## config.mk

```make
export PLATFORM = sky130hd
export DESIGN_NAME = axis_ready_tracker
export DESIGN_NICKNAME = d
export VERILOG_FILES = /design/src/rtl/axis_ready_pkg.sv /design/src/rtl/axis_flag_cell.sv /design/src/rtl/axis_set_tracker.sv /design/src/rtl/axis_ready_tracker.sv
export SDC_FILE = /design/constraint.sdc
export NUM_CORES = 1
export LEC_CHECK = 0
export ABC_AREA = 1
export ABC_CLOCK_PERIOD_IN_PS = 800
export BUFFER_PORTS_ARGS = -buffer_cell sky130_fd_sc_hd__buf_4
export CAP_MARGIN = 20
export CORE_AREA = 2 2 39 41
export CTS_CLUSTER_SIZE = 25
export DETAILED_ROUTE_END_ITERATION = 7
export DIE_AREA = 0 0 41 43
export PLACE_DENSITY = 0.64
export SETUP_SLACK_MARGIN = 0.5
export SYNTH_ARGS = -nofsm -noshare
export SYNTH_HDL_FRONTEND = slang
export SYNTH_HIERARCHICAL = 1
export SYNTH_SLANG_ARGS = --single-unit
```

## constraint.sdc

```tcl
create_clock -name clk -period 0.8 [get_ports clk]
set_input_delay 0.16 -clock clk [delete_from_list [all_inputs] [get_ports clk]]
set_output_delay 0.16 -clock clk [all_outputs]
set_load 0.01 [all_outputs]
```

## src/rtl/axis_ready_pkg.sv

```systemverilog
package axis_ready_pkg;

  // Width of the packed status vector for a given axis count.
  function automatic int status_width(input int n_axes);
    return 2 * n_axes + 2;
  endfunction

  // Bit index of the whole-set ready flag.
  function automatic int set_rdy_bit(input int n_axes);
    return n_axes;
  endfunction

  // Bit index of an axis overrun flag.
  function automatic int axis_ovr_bit(input int n_axes, input int axis);
    return n_axes + 1 + axis;
  endfunction

  // Bit index of the whole-set overrun flag.
  function automatic int set_ovr_bit(input int n_axes);
    return 2 * n_axes + 1;
  endfunction

endpackage

```

## src/rtl/axis_flag_cell.sv

```systemverilog
// Ready/overrun pair for one axis. Acquisition has priority over the read clear.
module axis_flag_cell (
  input  logic clk,
  input  logic rst,
  input  logic acq,
  input  logic rd,
  output logic rdy,
  output logic ovr
);

  always_ff @(posedge clk) begin
    if (rst) begin
      rdy <= 1'b0;
      ovr <= 1'b0;
    end else if (acq) begin
      rdy <= 1'b1;
      if (rdy) ovr <= 1'b1;
    end else if (rd) begin
      rdy <= 1'b0;
      ovr <= 1'b0;
    end
  end

endmodule

```

## src/rtl/axis_set_tracker.sv

```systemverilog
// Whole-set ready/overrun flags with a mask of axes still awaiting a high-byte read.
module axis_set_tracker #(
  parameter int N_AXES = 3
) (
  input  logic              clk,
  input  logic              rst,
  input  logic              set_done,
  input  logic [N_AXES-1:0] hi_rd,
  output logic              set_rdy,
  output logic              set_ovr,
  output logic              evt
);

  localparam logic [N_AXES-1:0] ALL_PENDING = {N_AXES{1'b1}};

  logic [N_AXES-1:0] pend_q;
  logic [N_AXES-1:0] pend_after_rd;

  assign pend_after_rd = pend_q & ~hi_rd;

  always_ff @(posedge clk) begin
    if (rst) begin
      pend_q  <= '0;
      set_rdy <= 1'b0;
      set_ovr <= 1'b0;
    end else if (set_done) begin
      pend_q  <= ALL_PENDING;
      set_rdy <= 1'b1;
      if (set_rdy) set_ovr <= 1'b1;
    end else if (set_rdy) begin
      pend_q <= pend_after_rd;
      if (pend_after_rd == '0) begin
        set_rdy <= 1'b0;
        set_ovr <= 1'b0;
      end
    end
  end

  always_ff @(posedge clk) begin
    if (rst) evt <= 1'b0;
    else     evt <= set_done;
  end

endmodule

```

## src/rtl/axis_ready_tracker.sv

```systemverilog
module axis_ready_tracker
  import axis_ready_pkg::*;
#(
  parameter int N_AXES = 3,
  localparam int SW = 2 * N_AXES + 2
) (
  input  logic              clk,
  input  logic              rst,
  input  logic [N_AXES-1:0] acq_done,
  input  logic              set_done,
  input  logic [N_AXES-1:0] hi_rd,
  output logic [SW-1:0]     status,
  output logic              drdy_pulse
);

  logic [N_AXES-1:0] ax_rdy;
  logic [N_AXES-1:0] ax_ovr;
  logic              set_rdy;
  logic              set_ovr;

  for (genvar g = 0; g < N_AXES; g++) begin : g_axis
    axis_flag_cell u_cell (
      .clk (clk),
      .rst (rst),
      .acq (acq_done[g]),
      .rd  (hi_rd[g]),
      .rdy (ax_rdy[g]),
      .ovr (ax_ovr[g])
    );
  end

  axis_set_tracker #(.N_AXES(N_AXES)) u_set (
    .clk      (clk),
    .rst      (rst),
    .set_done (set_done),
    .hi_rd    (hi_rd),
    .set_rdy  (set_rdy),
    .set_ovr  (set_ovr),
    .evt      (drdy_pulse)
  );

  // Packing order is fixed: axis ready, set ready, axis overrun, set overrun.
  assign status = {set_ovr, ax_ovr, set_rdy, ax_rdy};

endmodule

```

==> results.yml, run 1 <==
run:
  max_cap_violations: 0
detailed_routing:
  wire_per_inst_um: 10.1
  vias: 465
  wl_um: 1040
  drt_first_pass_iters: 6
  drc: 0
  viasPerCell: 4.51
  ant_nets: 0
  drt_iter0_markers: 9
grt:
  grtUsageTotal_pct: 13.8
  busiest_layer: "met2"
  antenna_found_initial: 0
  grt_max_degree: 10
  grt_util_met1_pct: 16.0
  gr-total-overflow: 0
  grt_pass1_wl_um: 1590
  grt_use_met3_pct: 3.14
  grt_pass1_vias: 389
  use_met2_pct: 20.0
final_layout:
  most-common-layout-cells: "buf_6, inv_1, buf_4"
  layout_commonest_cell: "buf_6"
  fill_cells: 130
  drive_gt1_share_pct: 51.7
  syn2layout_area_growth_pct: 66.8
  diodes: 0
  final_cell_count_no_fill: 103
  num-nets-final: 97
synthesis:
  yosys.area.top_type: "dfxtp_1"
  synth_seq_area_share_pct: 50.7
  syn-num-nets: 69
  ys_ff_latch: 12
  synth.yosys.warnings: 6
  synth_area_per_cell_um2: 7.90
  ys_types: 13
  ys_top_cells_by_area: "dfxtp_1, inv_1, a21oi_1, nand2_1, nor2_1"
  synth_top_area_share_pct: 50.7
  synth_area_um2: 474
  syn_inst: 60
sta:
  max_freq_mhz: 1130
  tns_ps: -642
  skew_ps: 3.49
  drv_slew: 0
  whs_ps: 110
  period_share_pct: 111
  setup_violations: 11
  min_period_ps: 885
  tightest_slew_ps: 121
  hold_viol_final: 0
  rsz0062_at_grt: "yes"
  slew_headroom_pct: 91.9
  layout_setup_ws_ps: -85.2
worst_setup_path:
  crit_slowest_cell: "dfxtp_4"
  critical_path.max_fanout: 2
  ff2ff_setup_slack_ps: 0
  required_ps: 640
  r2r-start: "u_set/set_rdy$_SDFF_PP0_"
  start_kind: "flip-flop"
  cp-end-kind: "primary output"
  timing.rr.end: "u_set/pend_q[2]$_SDFFE_PP0P_"
  cp.arrival_ps: 730
  max_stage_delay_ps: 350
  critical-path-top-delay-family: "flip-flops"
  worstSetupPathType: "reg2out"
  r2r_cells: 4
  worstPathCellList: "buf_6"
  crit_buf_inv: 1
cts:
  htree_levels: 1
  path_clk_slew_ps: 70
  cts_num_sinks: 12
  holdBufCountCts: 0
  insertion_delay_ps: 270
  root_buffer: "clkbuf_4"
  cts_tree: "yes"
  cts_buffers: 3
  cts_buffer_depth: 2
die:
  rows: 14
  die_height_um: 43
  core_um2: 1380
  die_x_um: 41
  die_area_um2: 1760
  pin_count: 18
  start_util_pct: 34.3
placement:
  place.gp.congestion: 0.705
  io_buffer_count: 17
  detailed_place_hpwl_um: 691
  dpl.cell_count: 91
worst_hold_path:
  hold_path_depth: 3
  hp-start: "acq_done[0]"
  min_to: "g_axis[0].u_cell/ovr$_SDFFE_PP0P_"
  hold_path_class: "in2reg"
pwr:
  irDropWorstVdd_mv: 0.759
  p_leak_nw: 0.404
  total_power_w: 0.00131
  p_per_area_nw_per_um2: 1650
run_status:
  failed_checks: "negative setup slack"
  status: "finished with violations"
routing by layer:
layer | part of all wire (%) | up-vias
met1 | 42 | 211
li1 | - | 240
met4 | 1.3 | 0
met3 | 4.9 | 2
met5 | 0 | -
met2 | 52 | 12
logic make-up (layout without fill, tap and decap cells):
logic type / Yosys count / in the layout / synth area share (%)
buf+inv: 15 / 42 / 13.5
flops: 12 / 12 / 50.7
compound gates: 15 / 15 / 19.0
simple gates: 18 / 18 / 16.9
layout make-up:
| type | instances | area, µm² | share of cell area, % |
|---|---|---|---|
| inverters | 13 | 53.8 | 6.80 |
| well taps | 16 | 20.0 | 2.53 |
| multi-input cells | 33 | 193 | 24.4 |
| repair buffers | 25 | 244 | 30.9 |
| clock buffers | 4 | 26.3 | 3.32 |
| flip-flops and latches | 12 | 254 | 32.1 |
cells in the mapped netlist:
cell type  instances
nor2_1             7
a21boi_1           3
a21oi_1            6
dfxtp_1           12
o21ai_1            3
nand3_1            2
inv_1             12
nor2_4             1
nand2_1            7
buf_4              2
inv_2              1
o21bai_1           3
nand4_1            1
stage by stage:
stage	setup slack [ps]	utilization, %	instance area, µm²
after floorplan	138	-	512
after global placement	112	46.0	637
after detailed placement	103	46.0	637
after CTS	-102	55.5	768
after global routing	-113	57.1	791
final	-85.2	57.1	791
repair_timing:
| action | CTS | global route |
|---|---|---|
| endpoints found under the setup margin | 20 | 20 |
| pin swaps | 4 | 6 |
| buffers inserted | 7 | 1 |
| resized for setup | 14 | 4 |
worst max path at each step:
stage | startpoint | end | slack, ps | cells after the start
3_5_place_dp | u_set/set_rdy$_SDFF_PP0_ | u_set/pend_q[0]$_SDFFE_PP0P_ | 100 | 3
6_report | u_set/set_rdy$_SDFF_PP0_ | status[3] | -90 | 1
2_1_floorplan | u_set/set_rdy$_SDFF_PP0_ | u_set/pend_q[0]$_SDFFE_PP0P_ | 140 | 3
4_1_cts | u_set/set_rdy$_SDFF_PP0_ | status[3] | -100 | 1
3_3_place_gp | u_set/set_rdy$_SDFF_PP0_ | u_set/pend_q[2]$_SDFFE_PP0P_ | 110 | 3
5_1_grt | u_set/set_rdy$_SDFF_PP0_ | status[3] | -110 | 1
registers in the layout (all words and copies together), names as in the netlist:
signal             count
u_set/set_ovr          1
g_axis.u_cell/ovr      3
u_set/evt              1
u_set/set_rdy          1
u_set/pend_q           3
g_axis.u_cell/rdy      3
power breakdown:
| part | internal [W] | switching, W |
|---|---|---|
| Combinational | 0.000152 | 0.000110 |
| Sequential | 0.000640 | 0.0000256 |
| Clock | 0.000193 | 0.000186 |
No activity file was read; power rests on OpenSTA's default activity.
==> inputs of run 2 (changes only) <==
--- a/config.mk
+++ b/config.mk
@@ -5,7 +5,7 @@
 export SDC_FILE = /design/constraint.sdc
 export NUM_CORES = 1
 export LEC_CHECK = 0
-export ABC_AREA = 1
+export ABC_AREA = 0
 export ABC_CLOCK_PERIOD_IN_PS = 800
 export BUFFER_PORTS_ARGS = -buffer_cell sky130_fd_sc_hd__buf_4
 export CAP_MARGIN = 20
@@ -13,7 +13,7 @@
 export CTS_CLUSTER_SIZE = 25
 export DETAILED_ROUTE_END_ITERATION = 7
 export DIE_AREA = 0 0 41 43
-export PLACE_DENSITY = 0.64
+export PLACE_DENSITY = 0.65
 export SETUP_SLACK_MARGIN = 0.5
 export SYNTH_ARGS = -nofsm -noshare
 export SYNTH_HDL_FRONTEND = slang
==> results.yml, run 2 <==
grt:
  gr-total-overflow: 0
  grtUsageTotal_pct: 13.7
  grt_pass1_vias: 411
  antenna_found_initial: 0
  grt_pass1_wl_um: 1650
  grt_max_degree: 16
synthesis:
  ys_top_cells_by_area: "dfxtp_1, nand2b_1, nor2b_1, a21oi_1, nand2_1"
  yosys_most_used_dff: "dfxtp_1"
  synth_most_common_cell: "dfxtp_1"
  synth_seq_area_share_pct: 50.5
  synth.yosys.warnings: 6
  ys_ff_latch: 12
  synth_common_cells: "dfxtp_1, a21oi_1, nand2_1"
  synth_top_area_share_pct: 50.5
  syn-num-nets: 64
  ys_types: 13
  synth_area_um2: 475
  postSynth.asyncResetShare_pct: 0
  synth_area_per_cell_um2: 8.64
  synth_edf_count: 0
  syn_inst: 55
  yosys.area.top_type: "dfxtp_1"
sta:
  tns_ps: -1390
  slew_headroom_pct: 79.4
  tightest_slew_ps: 306
  rsz0062_at_grt: "yes"
  min_period_ps: 1010
  period_share_pct: 127
  drv_slew: 0
  whs_ps: 144
  skew_ps: 4.86
  layout_setup_ws_ps: -213
  max_freq_mhz: 987
  hold_viol_final: 0
  setup_violations: 15
detailed_routing:
  drc: 0
  viasPerCell: 4.81
  wl_um: 1130
  vias: 481
  ant_nets: 0
  wire_per_inst_um: 11.3
  drt_first_pass_iters: 5
  drt_iter0_markers: 8
final_layout:
  num-nets-final: 94
  drive_gt1_share_pct: 64.3
  most-common-layout-cells: "buf_6, buf_4, dfxtp_2"
  postLayoutCoreUtil_pct: 62.8
  syn2layout_area_growth_pct: 82.9
  fill_cells: 109
  reg_top3: "g_axis.u_cell/ovr: 3 flops, g_axis.u_cell/rdy: 3 flops, u_set/pend_q: 3 flops"
  diodes: 0
  layout_commonest_cell: "buf_6"
  multi_input_area_um2: 277
  seq_area_um2: 254
placement:
  detailed_place_hpwl_um: 619
  io_buffer_count: 17
  place.gp.congestion: 0.737
cts:
  insertion_delay_ps: 270
  htree_levels: 1
  cts_buffers: 3
  path_clk_slew_ps: 70
  root_buffer: "clkbuf_4"
  cts_tree: "yes"
  cts_num_sinks: 12
  cts_buffer_depth: 2
die:
  core_um2: 1380
  die_height_um: 43
  rows: 14
  die_area_um2: 1760
  pin_count: 18
  start_util_pct: 34.4
  die_x_um: 41
pwr:
  p_per_area_nw_per_um2: 1580
  p_leak_nw: 0.394
  irDropWorstVdd_mv: 0.863
worst_setup_path:
  startpoint: "u_set/pend_q[2]$_SDFFE_PP0P_"
  cp.arrival_ps: 1170
  required_ps: 950
  critical_path.max_fanout: 2
  start_kind: "flip-flop"
  worstSetupPathType: "reg2reg"
  max_stage_delay_ps: 320
  r2r-start: "u_set/pend_q[2]$_SDFFE_PP0P_"
  crit_slowest_cell: "nor4_1"
  cp-endpoint: "u_set/set_rdy$_SDFF_PP0_"
  r2r_cells: 3
  worstPathCellList: "and2b_1 > nor4_1 > nor3_1"
  ff2ff_setup_slack_ps: -210
  cp-end-kind: "flip-flop"
  timing.rr.end: "u_set/set_rdy$_SDFF_PP0_"
run_status:
  failed_checks: "negative setup slack"
  status: "finished with violations"
run:
  max_cap_violations: 0
worst_hold_path:
  hp-start: "acq_done[0]"
  hold_path_class: "in2reg"
run 2: cell types whose count changed in the layout (fill, tap and decap cells not counted), sizes merged, moves of 2 or more:
| cell | previous run | this run |
|---|---|---|
| inv | 13 | 4 |
| o22ai | 0 | 3 |
| nand2b | 0 | 6 |
| a21boi | 3 | 0 |
| nand3 | 2 | 0 |
| buf | 25 | 27 |
| o21bai | 3 | 0 |
| nor2b | 0 | 6 |
| nor2 | 8 | 4 |
| o21ai | 3 | 0 |
run 2: final cells by class:
cell class,count,share of cell area (%)
clock buffer,4,3.02
timing repair buffer,27,31.9
tap,16,2.30
inverter,4,1.73
sequential,12,29.2
multi-input combinational,37,31.8
run 2: logic make-up (layout without fill, tap and decap cells):
kind of cell	count (synthesis)	count (layout)	synth area share, %
simple gates	26	26	28.4
buf+inv	6	35	6.31
compound gates	11	11	14.7
flops	12	12	50.5
run 2: stage by stage:
| stage | total power, W | instances | setup WS, ps | instance area (µm²) |
|---|---|---|---|---|
| detailed placement | 0.000870 | 89 | -184 | 643 |
| CTS | 0.00132 | 98 | -203 | 759 |
| global placement | 0.000868 | 89 | -158 | 643 |
| global route | 0.00144 | 100 | -266 | 870 |
| floorplan | 0.000767 | 55 | -143 | 492 |
| finish | 0.00137 | 100 | -213 | 870 |
run 2: worst max-delay path: cells and delay by family (launching register included):
family / cells / cell delay [ps]
DFF: 1 / 310
and+or+nand+nor: 3 / 580
run 2: layer usage:
layer	GRT usage, %	share of wire, %	vias to the layer above
li1	-	-	239
met1	17.5	38	218
met2	19.7	54	21
met3	3.66	5.9	3
met4	8.00	2.0	0
met5	0	0	-
run 2: worst min path at each step:
stage | end | slack (ps) | cells past startpoint
CTS | g_axis[0].u_cell/rdy$_SDFFE_PP0P_ | 130 | 3
global placement | g_axis[0].u_cell/rdy$_SDFFE_PP0P_ | 420 | 3
finish | g_axis[0].u_cell/rdy$_SDFFE_PP0P_ | 140 | 3
detailed placement | g_axis[1].u_cell/rdy$_SDFFE_PP0P_ | 420 | 3
floorplan | g_axis[0].u_cell/rdy$_SDFFE_PP0P_ | 220 | 1
global route | g_axis[0].u_cell/rdy$_SDFFE_PP0P_ | 150 | 3
run 2: where the power goes:
part           switching [W]  internal [W]  leakage, nW  total, W
clock               0.000192      0.000193       0.0150  0.000385
sequential         0.0000250      0.000641        0.103  0.000666
combinational       0.000128      0.000194        0.276  0.000322
run 2: timing repair:
item,in CTS,in global routing
gates resized for setup,15,23
setup buffers,5,2
setup endpoints to repair,21,21
pin swaps,2,7
hold buffers,0,0
hold endpoints to repair,0,0
cloned,0,0
